### src/rtl/brspec_pkg.sv
package brspec_pkg;

  typedef enum logic [1:0] {
    BK_NONE  = 2'd0,
    BK_FOLD  = 2'd1,
    BK_SPEC  = 2'd2,
    BK_STALL = 2'd3
  } br_kind_e;

  // Static guess: negative displacement means taken, hint flips it.
  function automatic logic static_guess(input logic disp_sign, input logic hint);
    return disp_sign ^ hint;
  endfunction

endpackage

### src/rtl/brspec_decode.sv
module brspec_decode
  import brspec_pkg::*;
#(
  parameter int AW         = 32,
  parameter int INSN_BYTES = 4
) (
  input  logic          br_valid,
  input  logic [AW-1:0] br_pc,
  input  logic [AW-1:0] br_disp,
  input  logic          br_uncond,
  input  logic          br_settled,
  input  logic          br_settled_taken,
  input  logic          br_hint,
  input  logic          pending,
  output br_kind_e      kind,
  output logic          redirect,
  output logic [AW-1:0] redir_pc,
  output logic          pred_taken,
  output logic [AW-1:0] alt_pc
);

  localparam logic [AW-1:0] INSN_STEP = AW'(INSN_BYTES);

  logic [AW-1:0] tgt_pc;
  logic [AW-1:0] seq_pc;

  assign tgt_pc   = br_pc + br_disp;
  assign seq_pc   = br_pc + INSN_STEP;
  assign redir_pc = tgt_pc;

  always_comb begin
    kind       = BK_NONE;
    redirect   = 1'b0;
    pred_taken = 1'b0;
    alt_pc     = seq_pc;
    if (br_valid) begin
      if (pending) begin
        kind = BK_STALL;
      end else if (br_uncond) begin
        kind     = BK_FOLD;
        redirect = 1'b1;
      end else if (br_settled) begin
        kind     = BK_FOLD;
        redirect = br_settled_taken;
      end else begin
        kind       = BK_SPEC;
        pred_taken = static_guess(br_disp[AW-1], br_hint);
        redirect   = pred_taken;
        alt_pc     = pred_taken ? seq_pc : tgt_pc;
      end
    end
  end

endmodule

### src/rtl/brspec_track.sv
module brspec_track
  import brspec_pkg::*;
#(
  parameter int AW = 32
) (
  input  logic          clk,
  input  logic          rst,
  input  br_kind_e      kind,
  input  logic          pred_taken,
  input  logic [AW-1:0] alt_pc,
  input  logic          res_valid,
  input  logic          res_taken,
  output logic          pending,
  output logic          flush,
  output logic          mispredict,
  output logic [AW-1:0] fix_pc
);

  logic resolve_now;
  logic pred_q;

  assign resolve_now = pending & res_valid;
  assign mispredict  = resolve_now & (res_taken != pred_q);

  always_ff @(posedge clk) begin
    if (rst) begin
      pending <= 1'b0;
      pred_q  <= 1'b0;
      fix_pc  <= '0;
      flush   <= 1'b0;
    end else begin
      flush <= mispredict;
      if (resolve_now) begin
        pending <= 1'b0;
      end else if (kind == BK_SPEC) begin
        pending <= 1'b1;
        pred_q  <= pred_taken;
        fix_pc  <= alt_pc;
      end
    end
  end

endmodule

### src/rtl/brspec_fetch.sv
module brspec_fetch
  import brspec_pkg::*;
#(
  parameter int            AW         = 32,
  parameter int            NSLOT      = 2,
  parameter int            INSN_BYTES = 4,
  parameter logic [AW-1:0] RESET_PC   = '0
) (
  input  logic          clk,
  input  logic          rst,
  input  br_kind_e      kind,
  input  logic          redirect,
  input  logic [AW-1:0] redir_pc,
  input  logic          mispredict,
  input  logic [AW-1:0] fix_pc,
  output logic [AW-1:0] fetch_pc,
  output logic          fold
);

  localparam logic [AW-1:0] GROUP_STEP = AW'(NSLOT * INSN_BYTES);

  always_ff @(posedge clk) begin
    if (rst) begin
      fetch_pc <= RESET_PC;
      fold     <= 1'b0;
    end else begin
      fold <= (kind == BK_FOLD);
      if (mispredict)    fetch_pc <= fix_pc;
      else if (redirect) fetch_pc <= redir_pc;
      else               fetch_pc <= fetch_pc + GROUP_STEP;
    end
  end

endmodule

### src/rtl/brspec_slots.sv
module brspec_slots #(
  parameter int NSLOT = 2
) (
  input  logic             clk,
  input  logic             rst,
  input  logic             pending,
  input  logic             flush,
  input  logic [NSLOT-1:0] iss_valid,
  input  logic [NSLOT-1:0] wb_valid,
  input  logic [NSLOT-1:0] wb_spec,
  output logic [NSLOT-1:0] spec_tag,
  output logic [NSLOT-1:0] wb_en
);

  logic block_spec;
  assign block_spec = pending | flush;

  for (genvar s = 0; s < NSLOT; s++) begin : g_slot
    always_ff @(posedge clk) begin
      if (rst) spec_tag[s] <= 1'b0;
      else     spec_tag[s] <= iss_valid[s] & pending;
    end
    assign wb_en[s] = wb_valid[s] & ~(wb_spec[s] & block_spec);
  end

endmodule

### src/rtl/brspec_ctrl.sv
module brspec_ctrl
  import brspec_pkg::*;
#(
  parameter int            AW         = 32,
  parameter int            NSLOT      = 2,
  parameter int            INSN_BYTES = 4,
  parameter logic [AW-1:0] RESET_PC   = 32'h0000_1000
) (
  input  logic             clk,
  input  logic             rst,
  input  logic             br_valid,
  input  logic [AW-1:0]    br_pc,
  input  logic [AW-1:0]    br_disp,
  input  logic             br_uncond,
  input  logic             br_settled,
  input  logic             br_settled_taken,
  input  logic             br_hint,
  output logic             br_stall,
  input  logic             res_valid,
  input  logic             res_taken,
  input  logic [NSLOT-1:0] iss_valid,
  output logic [NSLOT-1:0] spec_tag,
  input  logic [NSLOT-1:0] wb_valid,
  input  logic [NSLOT-1:0] wb_spec,
  output logic [NSLOT-1:0] wb_en,
  output logic [AW-1:0]    fetch_pc,
  output logic             fold,
  output logic             flush
);

  br_kind_e      kind;
  logic          redirect;
  logic [AW-1:0] redir_pc;
  logic          pred_taken;
  logic [AW-1:0] alt_pc;
  logic          pending;
  logic          mispredict;
  logic [AW-1:0] fix_pc;

  assign br_stall = (kind == BK_STALL);

  brspec_decode #(.AW(AW), .INSN_BYTES(INSN_BYTES)) u_decode (
    .br_valid(br_valid), .br_pc(br_pc), .br_disp(br_disp),
    .br_uncond(br_uncond), .br_settled(br_settled),
    .br_settled_taken(br_settled_taken), .br_hint(br_hint),
    .pending(pending), .kind(kind), .redirect(redirect),
    .redir_pc(redir_pc), .pred_taken(pred_taken), .alt_pc(alt_pc)
  );

  brspec_track #(.AW(AW)) u_track (
    .clk(clk), .rst(rst), .kind(kind), .pred_taken(pred_taken),
    .alt_pc(alt_pc), .res_valid(res_valid), .res_taken(res_taken),
    .pending(pending), .flush(flush), .mispredict(mispredict),
    .fix_pc(fix_pc)
  );

  brspec_fetch #(.AW(AW), .NSLOT(NSLOT), .INSN_BYTES(INSN_BYTES),
                 .RESET_PC(RESET_PC)) u_fetch (
    .clk(clk), .rst(rst), .kind(kind), .redirect(redirect),
    .redir_pc(redir_pc), .mispredict(mispredict), .fix_pc(fix_pc),
    .fetch_pc(fetch_pc), .fold(fold)
  );

  brspec_slots #(.NSLOT(NSLOT)) u_slots (
    .clk(clk), .rst(rst), .pending(pending), .flush(flush),
    .iss_valid(iss_valid), .wb_valid(wb_valid), .wb_spec(wb_spec),
    .spec_tag(spec_tag), .wb_en(wb_en)
  );

endmodule

### config.mk
export PLATFORM = sky130hd
export DESIGN_NAME = brspec_ctrl
export DESIGN_NICKNAME = d
export VERILOG_FILES = /design/src/rtl/brspec_pkg.sv /design/src/rtl/brspec_decode.sv /design/src/rtl/brspec_track.sv /design/src/rtl/brspec_fetch.sv /design/src/rtl/brspec_slots.sv /design/src/rtl/brspec_ctrl.sv
export SDC_FILE = /design/constraint.sdc
export NUM_CORES = 1
export LEC_CHECK = 0
export BUFFER_PORTS_ARGS = -buffer_cell sky130_fd_sc_hd__buf_2
export CAP_MARGIN = 25
export CORE_ASPECT_RATIO = 0.9
export CORE_UTILIZATION = 56
export CTS_CLUSTER_DIAMETER = 200
export DETAILED_ROUTE_END_ITERATION = 7
export PLACE_DENSITY = 0.78
export RECOVER_POWER = 25
export SLEW_MARGIN = 20
export SYNTH_ARGS = -nofsm -noshare
export SYNTH_HDL_FRONTEND = slang
export SYNTH_SLANG_ARGS = --single-unit
### constraint.sdc
create_clock -name clk -period 3.2 [get_ports clk]
set_input_delay 0.16 -clock clk [delete_from_list [all_inputs] [get_ports clk]]
set_output_delay 0.16 -clock clk [all_outputs]
set_load 0.01 [all_outputs]
* Yosys cells after proc, flatten, opt, wreduce, memory -nomap -nowiden
Index checks and enable logic that the tools add are counted.
Storage, ports and cells: register bits 70, output and inout bits 39, word-level logic and storage cells 49, input bits 79
Cells by class: bitwise logic cells 13, reduce and logical (&&, ||, !) cells 2, mux-type cells 19, add/subtract/negate cells 3, eq/ne operators 4
Operators by type and width (count):
- $mux W32 | 7
- $add A32 B3 Y32 const B | 1
- $add A32 B32 Y32 | 1
- $add A32 B4 Y32 const B | 1
- $and A1 B1 Y1 | 8
- $mux W1 | 8
- $mux W2 | 4
- $eq A2 B2 Y1 const B | 2
- $not A1 Y1 | 3
- $eq A2 B1 Y1 const B | 1
- $reduce_and A2 Y1 | 1
- $reduce_or A2 Y1 | 1
- $ne A1 B1 Y1 | 1
- $or A1 B1 Y1 | 1
- $xor A1 B1 Y1 | 1

* Depth between registers and ports, before layout
Gate-level depths: netlist (run 1).
word-level depth 7, mapped depth 9, mapped depth without buffers 9

* By module
A second synthesis (run 1) with hierarchy kept.
Second synthesis, totals: cell total of the unflattened synthesis 772, area total of the unflattened synthesis 6294.8 sq um
By module, submodules not included:
- brspec_decode | area an instance 2611.3 sq um, times used 1, sequential area each 0.0 sq um, cells each 386
- brspec_fetch | area an instance 1906.8 sq um, times used 1, sequential area each 660.6 sq um, cells each 227
- brspec_track | area an instance 1681.6 sq um, times used 1, sequential area each 700.7 sq um, cells each 151
- brspec_slots | area an instance 88.8 sq um, times used 1, sequential area each 40.0 sq um, cells each 7
- brspec_ctrl | area an instance 6.3 sq um, times used 1, sequential area each 0.0 sq um, cells each 1

* Worst setup path after synthesis (run 1)
No wires, ideal clock.
path kind input to register, start input br_pc[0], end register u_fetch.fetch_pc[26], arrival time 2176 ps, stages on the path 9, buffers on the path 0, path slack 891 ps, cells stage by stage ha_1 > fa_1 > a21o_1 > a221oi_1 > o21a_1 > nor4_1 > or4_1 > nand4_1 > o21ai_0
On the way: longest elaborated chain between the ends 3
RTL lines:
- start: declaration | line brspec_ctrl.sv:12 | input logic [AW-1:0] br_pc,
- $add A32 B32 Y32 | line brspec_decode.sv:27 | assign tgt_pc = br_pc + br_disp;
- $mux W32 | line brspec_fetch.sv:29 | else if (redirect) fetch_pc <= redir_pc;
- $mux W32 | line brspec_fetch.sv:28 | if (mispredict) fetch_pc <= fix_pc;
- end signal: assignment | line brspec_fetch.sv:28
- end signal: assignment | line brspec_fetch.sv:29
- end signal: assignment | line brspec_fetch.sv:30 | else fetch_pc <= fetch_pc + GROUP_STEP;
- end: declaration | line brspec_fetch.sv:16 | output logic [AW-1:0] fetch_pc,
Every way passes these cells. A chain may end at the register's enable or synchronous reset.

* Worst setup path in the final report (run 1)
start register u_fetch.fetch_pc[11], end register u_fetch.fetch_pc[28]
On the way: longest elaborated chain between the ends 3
RTL lines (line):
- $add A32 B4 Y32 | brspec_fetch.sv:30
- $mux W32 | brspec_fetch.sv:29
- $mux W32 | brspec_fetch.sv:28
Every way passes these cells.

==> impl_metrics.yaml, run 1 <==
status:
  outcome: "completed"
route:
  via_per_inst: 6.44
  dr_total_vias: 6453
  drt-total-wl_mm: 19.7
  first_pass_iters: 5
  ant_nets: 0
  drc: 0
  drt-wirelength-per-cell_um: 19.7
  drt_iter0_markers: 669
worst_hold_path:
  min_path_type: "primary input to register"
clock_network:
  clk_path_buf_depth: 2
  cts_root_buf: "clkbuf_16"
  numCtsBuffers: 9
  cts_tree: "done"
  cts-resized-gates: 0
  htree_levels: 3
  clk_pin_slew_ns: 0.06
  insertion_delay_ns: 0.33
  cts_setup_buffers: 0
  ctsHoldBuffers: 0
  cts_num_sinks: 70
power_and_ir_drop:
  totalPowerFinal_mw: 2.95
  power_density_nw_per_um2: 434
  p_leak_nw: 2.81
  peakVddDrop_uv: 360
setup_path:
  critPathKind: "register to register"
  end_kind: "register"
  crit_family: "simple AND/OR/NAND/NOR gates"
  cp.arrival_ns: 2.90
  slowest_stage: "or4_4"
  startpoint_type: "register"
  worst-path-max-fanout: 7
  worst_ep_required_time_ns: 3.46
  worst-path-buf-inv: 0
  reg2reg_slack_ns: 0.56
  cp_cell_sequence: "nand4_1 > or4_4 > or3_1 > nor2_1 > xor2_1 > o221ai_1 > a21oi_1"
  slowest_delay_ns: 0.57
synth:
  synth_cells: 759
  synth_fp_nets: 872
  syn_area_per_cell_um2: 7.61
  synth-async-reset-ratio: 0
  ys_seq_area_frac: 0.243
  synth-main-ff-cell: "dfxtp_1"
  synth_area_um2: 5780
  yosys_warnings: 0
  synth_cell_type_count: 67
  synth_seq_cells: 70
  synth_edf_count: 0
die:
  die_h_um: 98.3
  fp-row-count: 34
  coreArea_um2: 9830
  die_x_um: 109
  die_area_um2: 10700
  io_pins: 118
  start_util: 0.588
layout:
  design_area_um2: 6810
  layout.nets: 985
  drive_gt1_frac: 0.159
  areaGrowthSynthToFinish_pct: 17.9
  n_antenna_cell: 0
sta:
  slew_headroom: 0.201
  period_needed_ns: 2.64
  worstMarginPinSlew_ns: 1.20
  finalHoldViolations: 0
  whs_ns: 0.0732
  setup_viol: 0
  final.setup_skew_ns: 0.00701
  tns_ns: 0
  rsz0062_at_grt: "false"
  drv_slew: 0
  fin_crit_sh: 0.826
  fmax_ghz: 0.378
  setup_ws_ns: 0.556
global_route:
  overflow: 0
  grt_pass1_wl_mm: 30.2
  grt_max_degree: 29
  track_usage: 0.366
  grt_pass1_vias: 5640
  antenna_found_initial: 0
flow_run:
  drv_cap: 0
placement:
  dpl.hpwl_mm: 15.4
  place_ws_ns: 0.430
  place_area_um2: 6530
  gp_congestion: 0.951
  portBuffers: 117
[worst reg2reg max path, stage by stage, from the launching register on]
cell,delay (ns)
dfxtp_1,0.49
nand4_1,0.16
or4_4,0.57
or3_1,0.54
nor2_1,0.20
xor2_1,0.29
o221ai_1,0.17
a21oi_1,0.15
[metal layers]
layer | track usage | wire [um]
met2 | 0.502 | 7870
met1 | 0.576 | 9200
met4 | 0.0811 | 229
met3 | 0.0714 | 2410
met5 | 0 | 0
[metrics by stage]
| stage | util | std cells |
|---|---|---|
| floorplan | - | 759 |
| global placement | 0.665 | 987 |
| detailed placement | 0.665 | 987 |
| CTS | 0.696 | 1002 |
| global route | 0.693 | 1002 |
| finish | 0.693 | 1002 |
[flip-flops by register name, summed over array words and instances (netlist names)]
signal	cells
u_fetch.fetch_pc	32
u_track.fix_pc	32
u_slots.spec_tag	2
u_fetch.fold	1
u_track.flush	1
u_track.pending	1
u_track.pred_q	1
[final cells by class]
class	count	area, um2
tap	126	158
clock buffer	12	267
fill	847	3020
multi-input combinational	646	4220
inverter	12	45.0
sequential	70	1400
timing repair buffer	133	674
clock inverter	3	42.5
[kinds of logic after synthesis]
| kind of cell | share of synthesized area |
|---|---|
| AND/OR/NAND/NOR | 0.243 |
| XOR/XNOR | 0.124 |
| multiplexers | 0.00715 |
| buffers and inverters | 0.0286 |
| AO/OA/AOI/OAI | 0.279 |
| adder cells (fa/ha/maj) | 0.0750 |
| flip-flops | 0.243 |
[final timing paths]
| path | endpoint | from | cells past startpoint |
|---|---|---|---|
| max reg2reg | u_fetch.fetch_pc[28]$_SDFF_PP0_ | u_fetch.fetch_pc[11]$_SDFF_PP0_ | 7 |
| max | u_fetch.fetch_pc[28]$_SDFF_PP0_ | u_fetch.fetch_pc[11]$_SDFF_PP0_ | 7 |
| min | u_slots.spec_tag[0]$_SDFF_PP0_ | iss_valid[0] | 2 |
| min reg2reg | u_track.fix_pc[10]$_SDFFE_PP0P_ | u_track.fix_pc[10]$_SDFFE_PP0P_ | 2 |
[cells in the mapped netlist, drive strengths merged (11+ instances only)]
cell | number | area, um2
o21ai | 35 | 175
inv | 12 | 45.0
a21o | 15 | 113
nand3 | 34 | 170
xnor2 | 34 | 298
ha | 33 | 413
nand4 | 20 | 125
clkbuf | 27 | 101
a22oi | 11 | 82.6
nand2 | 100 | 375
dfxtp | 70 | 1400
xor2 | 48 | 420
a221oi | 11 | 109
nor2 | 72 | 270
a21oi | 58 | 290
nor3 | 21 | 128
o211ai | 13 | 97.6
[layout by cell type, fill, tap and decap left out, types with 4 or more instances in the layout]
master       n
xor2_1      47
a2111oi_0    9
clkbuf_1    25
o21a_1       4
a221oi_1     9
o21ai_0     34
xnor2_1     34
nand3_1     34
nand2b_1     6
a211o_1      7
dfxtp_1     70
and3_1      10
a211oi_1     7
o31ai_1      5
a21o_1      15
a21oi_1     58
nand2_1    100
o211ai_1    13
ha_1        33
o21bai_1     7
inv_1       12
nor4_1       5
nor3_1      18
and4_1       7
nand4_1     20
a21boi_0     5
buf_4       16
nor2_1      72
and2_1       4
clkbuf_16    9
buf_2       92
o221ai_1     6
a22oi_1     11
a31oi_1      5
[report_power, final]
part | total, mW | internal (mW) | leakage, nW | switching [mW]
logic | 0.923 | 0.341 | 2.09 | 0.582
registers | 1.01 | 0.942 | 0.574 | 0.0710
clock network | 1.02 | 0.661 | 0.151 | 0.356
total | 2.95 | 1.94 | 2.81 | 1.01
Power figures use the tool's default switching activity.
==> inputs of run 2 (changes only) <==
==> constraint.sdc (replaced) <==
create_clock -name clk -period 2.6 [get_ports clk]
set_input_delay 0.13 -clock clk [delete_from_list [all_inputs] [get_ports clk]]
set_output_delay 0.13 -clock clk [all_outputs]
set_load 0.01 [all_outputs]
==> impl_metrics.yaml, run 2 (synthesized netlist as in run 1, its figures left out) <==
status:
  outcome: "completed"
global_route:
  grt_max_degree: 39
  overflow: 0
  grt_pass1_vias: 5950
  antenna_found_initial: 0
  track_usage: 0.382
  grt_pass1_wl_mm: 31.7
setup_path:
  cp.arrival_ns: 2.66
  end_kind: "register"
  startpoint_type: "primary input"
  worst_ep_required_time_ns: 2.82
  critPathKind: "primary input to register"
  worst-path-max-fanout: 6
  r2r_cells: 7
clock_network:
  clk_path_buf_depth: 2
  insertion_delay_ns: 0.33
  cts_tree: "done"
  htree_levels: 3
  ctsHoldBuffers: 0
  cts_root_buf: "clkbuf_16"
  cts_setup_buffers: 0
  numCtsBuffers: 9
  cts_num_sinks: 70
  cts-resized-gates: 0
  clk_pin_slew_ns: 0.06
route:
  ant_nets: 0
  drt-wirelength-per-cell_um: 19.7
  via_per_inst: 6.51
  first_pass_iters: 5
  drc: 0
  dr_total_vias: 6710
  drt-total-wl_mm: 20.3
  drt_iter0_markers: 735
die:
  die_area_um2: 10700
  fp-row-count: 34
  die_h_um: 98.3
  die_x_um: 109
  io_pins: 118
  coreArea_um2: 9830
  start_util: 0.588
sta:
  fmax_ghz: 0.411
  drv_slew: 0
  finalHoldViolations: 0
  whs_ns: 0.0412
  period_needed_ns: 2.43
  worstMarginPinSlew_ns: 0.809
  slew_headroom: 0.456
  fin_crit_sh: 0.937
  tns_ns: 0
  rsz0062_at_grt: "false"
  final.setup_skew_ns: 0.00540
  setup_viol: 0
layout:
  mostFrequentLayoutCells: "nand2_1 (100), buf_2 (92), nor2_1 (72)"
  drive_gt1_frac: 0.185
  fin_util: 0.717
  layout.nets: 1012
  areaGrowthSynthToFinish_pct: 22.0
  final_common_cell: "nand2_1"
  fillers: 830
  reg_top3: "u_fetch.fetch_pc x32, u_track.fix_pc x32, u_slots.spec_tag x2"
  n_antenna_cell: 0
placement:
  gp_congestion: 0.934
  portBuffers: 117
  dpl.hpwl_mm: 15.6
worst_hold_path:
  worstHoldPathCells: 2
  min_path_type: "primary input to register"
power_and_ir_drop:
  p_leak_nw: 2.95
  power_density_nw_per_um2: 544
  totalPowerFinal_mw: 3.84
  peakVddDrop_uv: 355
flow_run:
  drv_cap: 0
==> run 2: metrics by stage <==
stage,area (um2),std cells,setup WS (ns)
after detailed placement,6730,1013,-0.0943
after floorplan,5780,759,0.321
after global routing,7050,1030,0.0431
final,7050,1030,0.165
after CTS,7070,1029,0.137
after global placement,6730,1013,0.0135
==> run 2: critical path: stages <==
cell and delay, ns:
buf_2 0.14, ha_1 0.38, a21o_1 0.25, a31o_2 0.26, o31ai_4 0.32, a21oi_1 0.22
o2111ai_1 0.43, buf_4 0.21, a41oi_1 0.12, and3b_1 0.19
==> run 2: per-layer routing <==
metal	vias up	routed length (um)	share of wire	GRT usage
li1	3104	-	-	-
met1	3111	8850	0.44	0.584
met2	471	8420	0.41	0.538
met3	24	2820	0.14	0.0901
met4	0	229	0.011	0.0748
met5	-	0	0	0
==> run 2: cell type report <==
type / instances / area [um2] / share of cell area
clock buffer: 10 / 229 / 0.0325
multi-input combinational: 646 / 4230 / 0.600
timing repair buffer: 160 / 877 / 0.124
inverter: 12 / 45.0 / 0.00639
sequential: 70 / 1400 / 0.199
tap: 126 / 158 / 0.0224
clock inverter: 6 / 110 / 0.0156
==> run 2: worst paths after layout <==
check | start | to | slack [ns]
setup reg to reg | u_fetch.fetch_pc[13]$_SDFF_PP0_ | u_fetch.fetch_pc[28]$_SDFF_PP0_ | 0.21
hold reg to reg | u_track.fix_pc[5]$_SDFFE_PP0P_ | u_fetch.fetch_pc[5]$_SDFF_PP0_ | 0.45
setup / recovery | br_pc[4] | u_track.fix_pc[29]$_SDFFE_PP0P_ | 0.17
hold / removal | iss_valid[0] | u_slots.spec_tag[0]$_SDFF_PP0_ | 0.04
==> run 2: power by group <==
group / switching [mW] / internal (mW) / leakage [nW] / total (mW)
clock network: 0.456 / 0.935 / 0.159 / 1.39
registers: 0.0802 / 1.16 / 0.574 / 1.24
logic: 0.742 / 0.463 / 2.22 / 1.21
==> inputs of run 3 (changes only) <==
--- a/config.mk
+++ b/config.mk
@@ -5,7 +5,7 @@
 export SDC_FILE = /design/constraint.sdc
 export NUM_CORES = 1
 export LEC_CHECK = 0
-export BUFFER_PORTS_ARGS = -buffer_cell sky130_fd_sc_hd__buf_2
+export BUFFER_PORTS_ARGS = -buffer_cell sky130_fd_sc_hd__buf_4
 export CAP_MARGIN = 25
 export CORE_ASPECT_RATIO = 0.9
 export CORE_UTILIZATION = 56
==> impl_metrics.yaml, run 3 (synthesized netlist as in run 1, its figures left out) <==
global_route:
  overflow: 0
  antenna_found_initial: 0
  grt_pass1_wl_mm: 31.8
  grt_max_degree: 51
  grt_pass1_vias: 5999
  track_usage: 0.387
die:
  io_pins: 118
  die_area_um2: 10700
  fp-row-count: 34
  die_h_um: 98.3
  start_util: 0.588
  die_x_um: 109
  coreArea_um2: 9830
setup_path:
  slowest_delay_ns: 0.58
  critPathKind: "register to register"
  worst-path-max-fanout: 6
  reg2reg_slack_ns: 0.10
  startpoint_type: "register"
  worst_ep_required_time_ns: 2.87
  r2r-start: "u_fetch.fetch_pc[14]$_SDFF_PP0_"
  slowest_stage: "or4_4"
  cp.arrival_ns: 2.77
  cp_cell_sequence: "nand4_1 > or4_4 > or3_1 > nor2_1 > xor2_1 > o221ai_1 > a21oi_1"
  end_kind: "register"
  crit_path_start: "u_fetch.fetch_pc[14]$_SDFF_PP0_"
  r2r-end: "u_fetch.fetch_pc[28]$_SDFF_PP0_"
  r2r_cells: 7
route:
  drt-total-wl_mm: 20.6
  drt_iter0_markers: 601
  ant_nets: 0
  drc: 0
  wl_met2_mm: 8.40
  met1_length_mm: 9.26
  dr_total_vias: 6707
  wl_met3_mm: 2.64
  first_pass_iters: 5
  via_per_inst: 6.49
  dr.max_layer_used: "met4"
  drt-wirelength-per-cell_um: 20.0
layout:
  fin_util: 0.738
  areaGrowthSynthToFinish_pct: 25.6
  fillers: 783
  drive_gt1_frac: 0.186
  design_area_um2: 7250
  mostFrequentLayoutCells: "buf_4 (137), nand2_1 (100), nor2_1 (72)"
  layout.nets: 1015
  reg_top3: "u_fetch.fetch_pc x32, u_track.fix_pc x32, u_slots.spec_tag x2"
  final_common_cell: "buf_4"
  n_antenna_cell: 0
power_and_ir_drop:
  swShare: 0.347
  peakVddDrop_uv: 391
  seq_power_share: 0.332
  combPwrFrac: 0.339
  p_leak_nw: 3.02
  switchingPower_mw: 1.30
  power.internal_mw: 2.44
  clockPowerShare: 0.330
  power_density_nw_per_um2: 515
clock_network:
  clk_path_buf_depth: 2
  cts_tree: "done"
  ctsHoldBuffers: 0
  cts_root_buf: "clkbuf_16"
  insertion_delay_ns: 0.34
  cts-resized-gates: 0
  numCtsBuffers: 9
  cts_num_sinks: 70
  clk_pin_slew_ns: 0.06
  cts_setup_buffers: 0
  htree_levels: 3
sta:
  worstMarginPinSlew_ns: 0.995
  slew_headroom: 0.334
  fin_crit_sh: 0.960
  final.setup_skew_ns: 0.00520
  drv_slew: 0
  tns_ns: 0
  period_needed_ns: 2.50
  setup_viol: 0
  fmax_ghz: 0.401
  rsz0062_at_grt: "false"
  finalHoldViolations: 0
  whs_ns: 0.0367
placement:
  gp_congestion: 0.943
  portBuffers: 117
  dpl.hpwl_mm: 16.0
  place_area_um2: 7050
flow_run:
  drv_cap: 0
status:
  outcome: "completed"
worst_hold_path:
  min_path_type: "primary input to register"
  whs_endpoint: "u_slots.spec_tag[0]$_SDFF_PP0_"
  min-delay-start: "iss_valid[0]"
  worstHoldPathCells: 2
[run 3: worst max-delay path by stage]
| stage | endpoint | slack (ns) | cells after the start |
|---|---|---|---|
| after floorplan | u_fetch.fetch_pc[26]$_SDFF_PP0_ | 0.32 | 9 |
| after global placement | u_track.fix_pc[29]$_SDFFE_PP0P_ | 0.02 | 10 |
| after detailed placement | u_track.fix_pc[29]$_SDFFE_PP0P_ | -0.03 | 10 |
| after CTS | u_fetch.fetch_pc[28]$_SDFF_PP0_ | 0.17 | 7 |
| after global routing | u_fetch.fetch_pc[27]$_SDFF_PP0_ | 0.07 | 7 |
| final | u_fetch.fetch_pc[28]$_SDFF_PP0_ | 0.10 | 7 |
[run 3: cell type report]
cell class / instances / area (um2) / area share
timing repair buffer: 163 / 1130 / 0.155
inverter: 12 / 45.0 / 0.00621
tap: 126 / 158 / 0.0217
sequential: 70 / 1400 / 0.193
multi-input combinational: 646 / 4220 / 0.582
clock inverter: 6 / 61.3 / 0.00845
clock buffer: 10 / 239 / 0.0330
[run 3: per-layer routing]
metal / up-vias / track usage
li1: 3118 / -
met1: 3111 / 0.590
met2: 442 / 0.547
met3: 36 / 0.0748
met4: 0 / 0.103
met5: - / 0
[run 3: worst max-delay path, delay by kind of cell, from the launching register on]
family | cells | cell delay (ns)
and+or+nand+nor | 4 | 1.49
AOI/OAI and AO/OA | 2 | 0.30
DFF | 1 | 0.40
xor gates and xnor gates | 1 | 0.24
[run 3: stage by stage]
stage / setup WS, ns / power (mW) / instances
after floorplan: 0.321 / 1.96 / 759
after global placement: 0.0228 / 2.48 / 1017
after detailed placement: -0.0309 / 2.50 / 1017
after CTS: 0.168 / 3.71 / 1033
after global routing: 0.0727 / 3.89 / 1033
final: 0.104 / 3.74 / 1033
[run 3: power groups by stage]
stage                     logic, mW  registers, mW  clock network, mW
after floorplan               0.689           1.27                  0
after global placement         1.22           1.25                  0
after detailed placement       1.25           1.26                  0
after CTS                      1.26           1.24               1.22
after global routing           1.36           1.25               1.27
final                          1.26           1.24               1.23
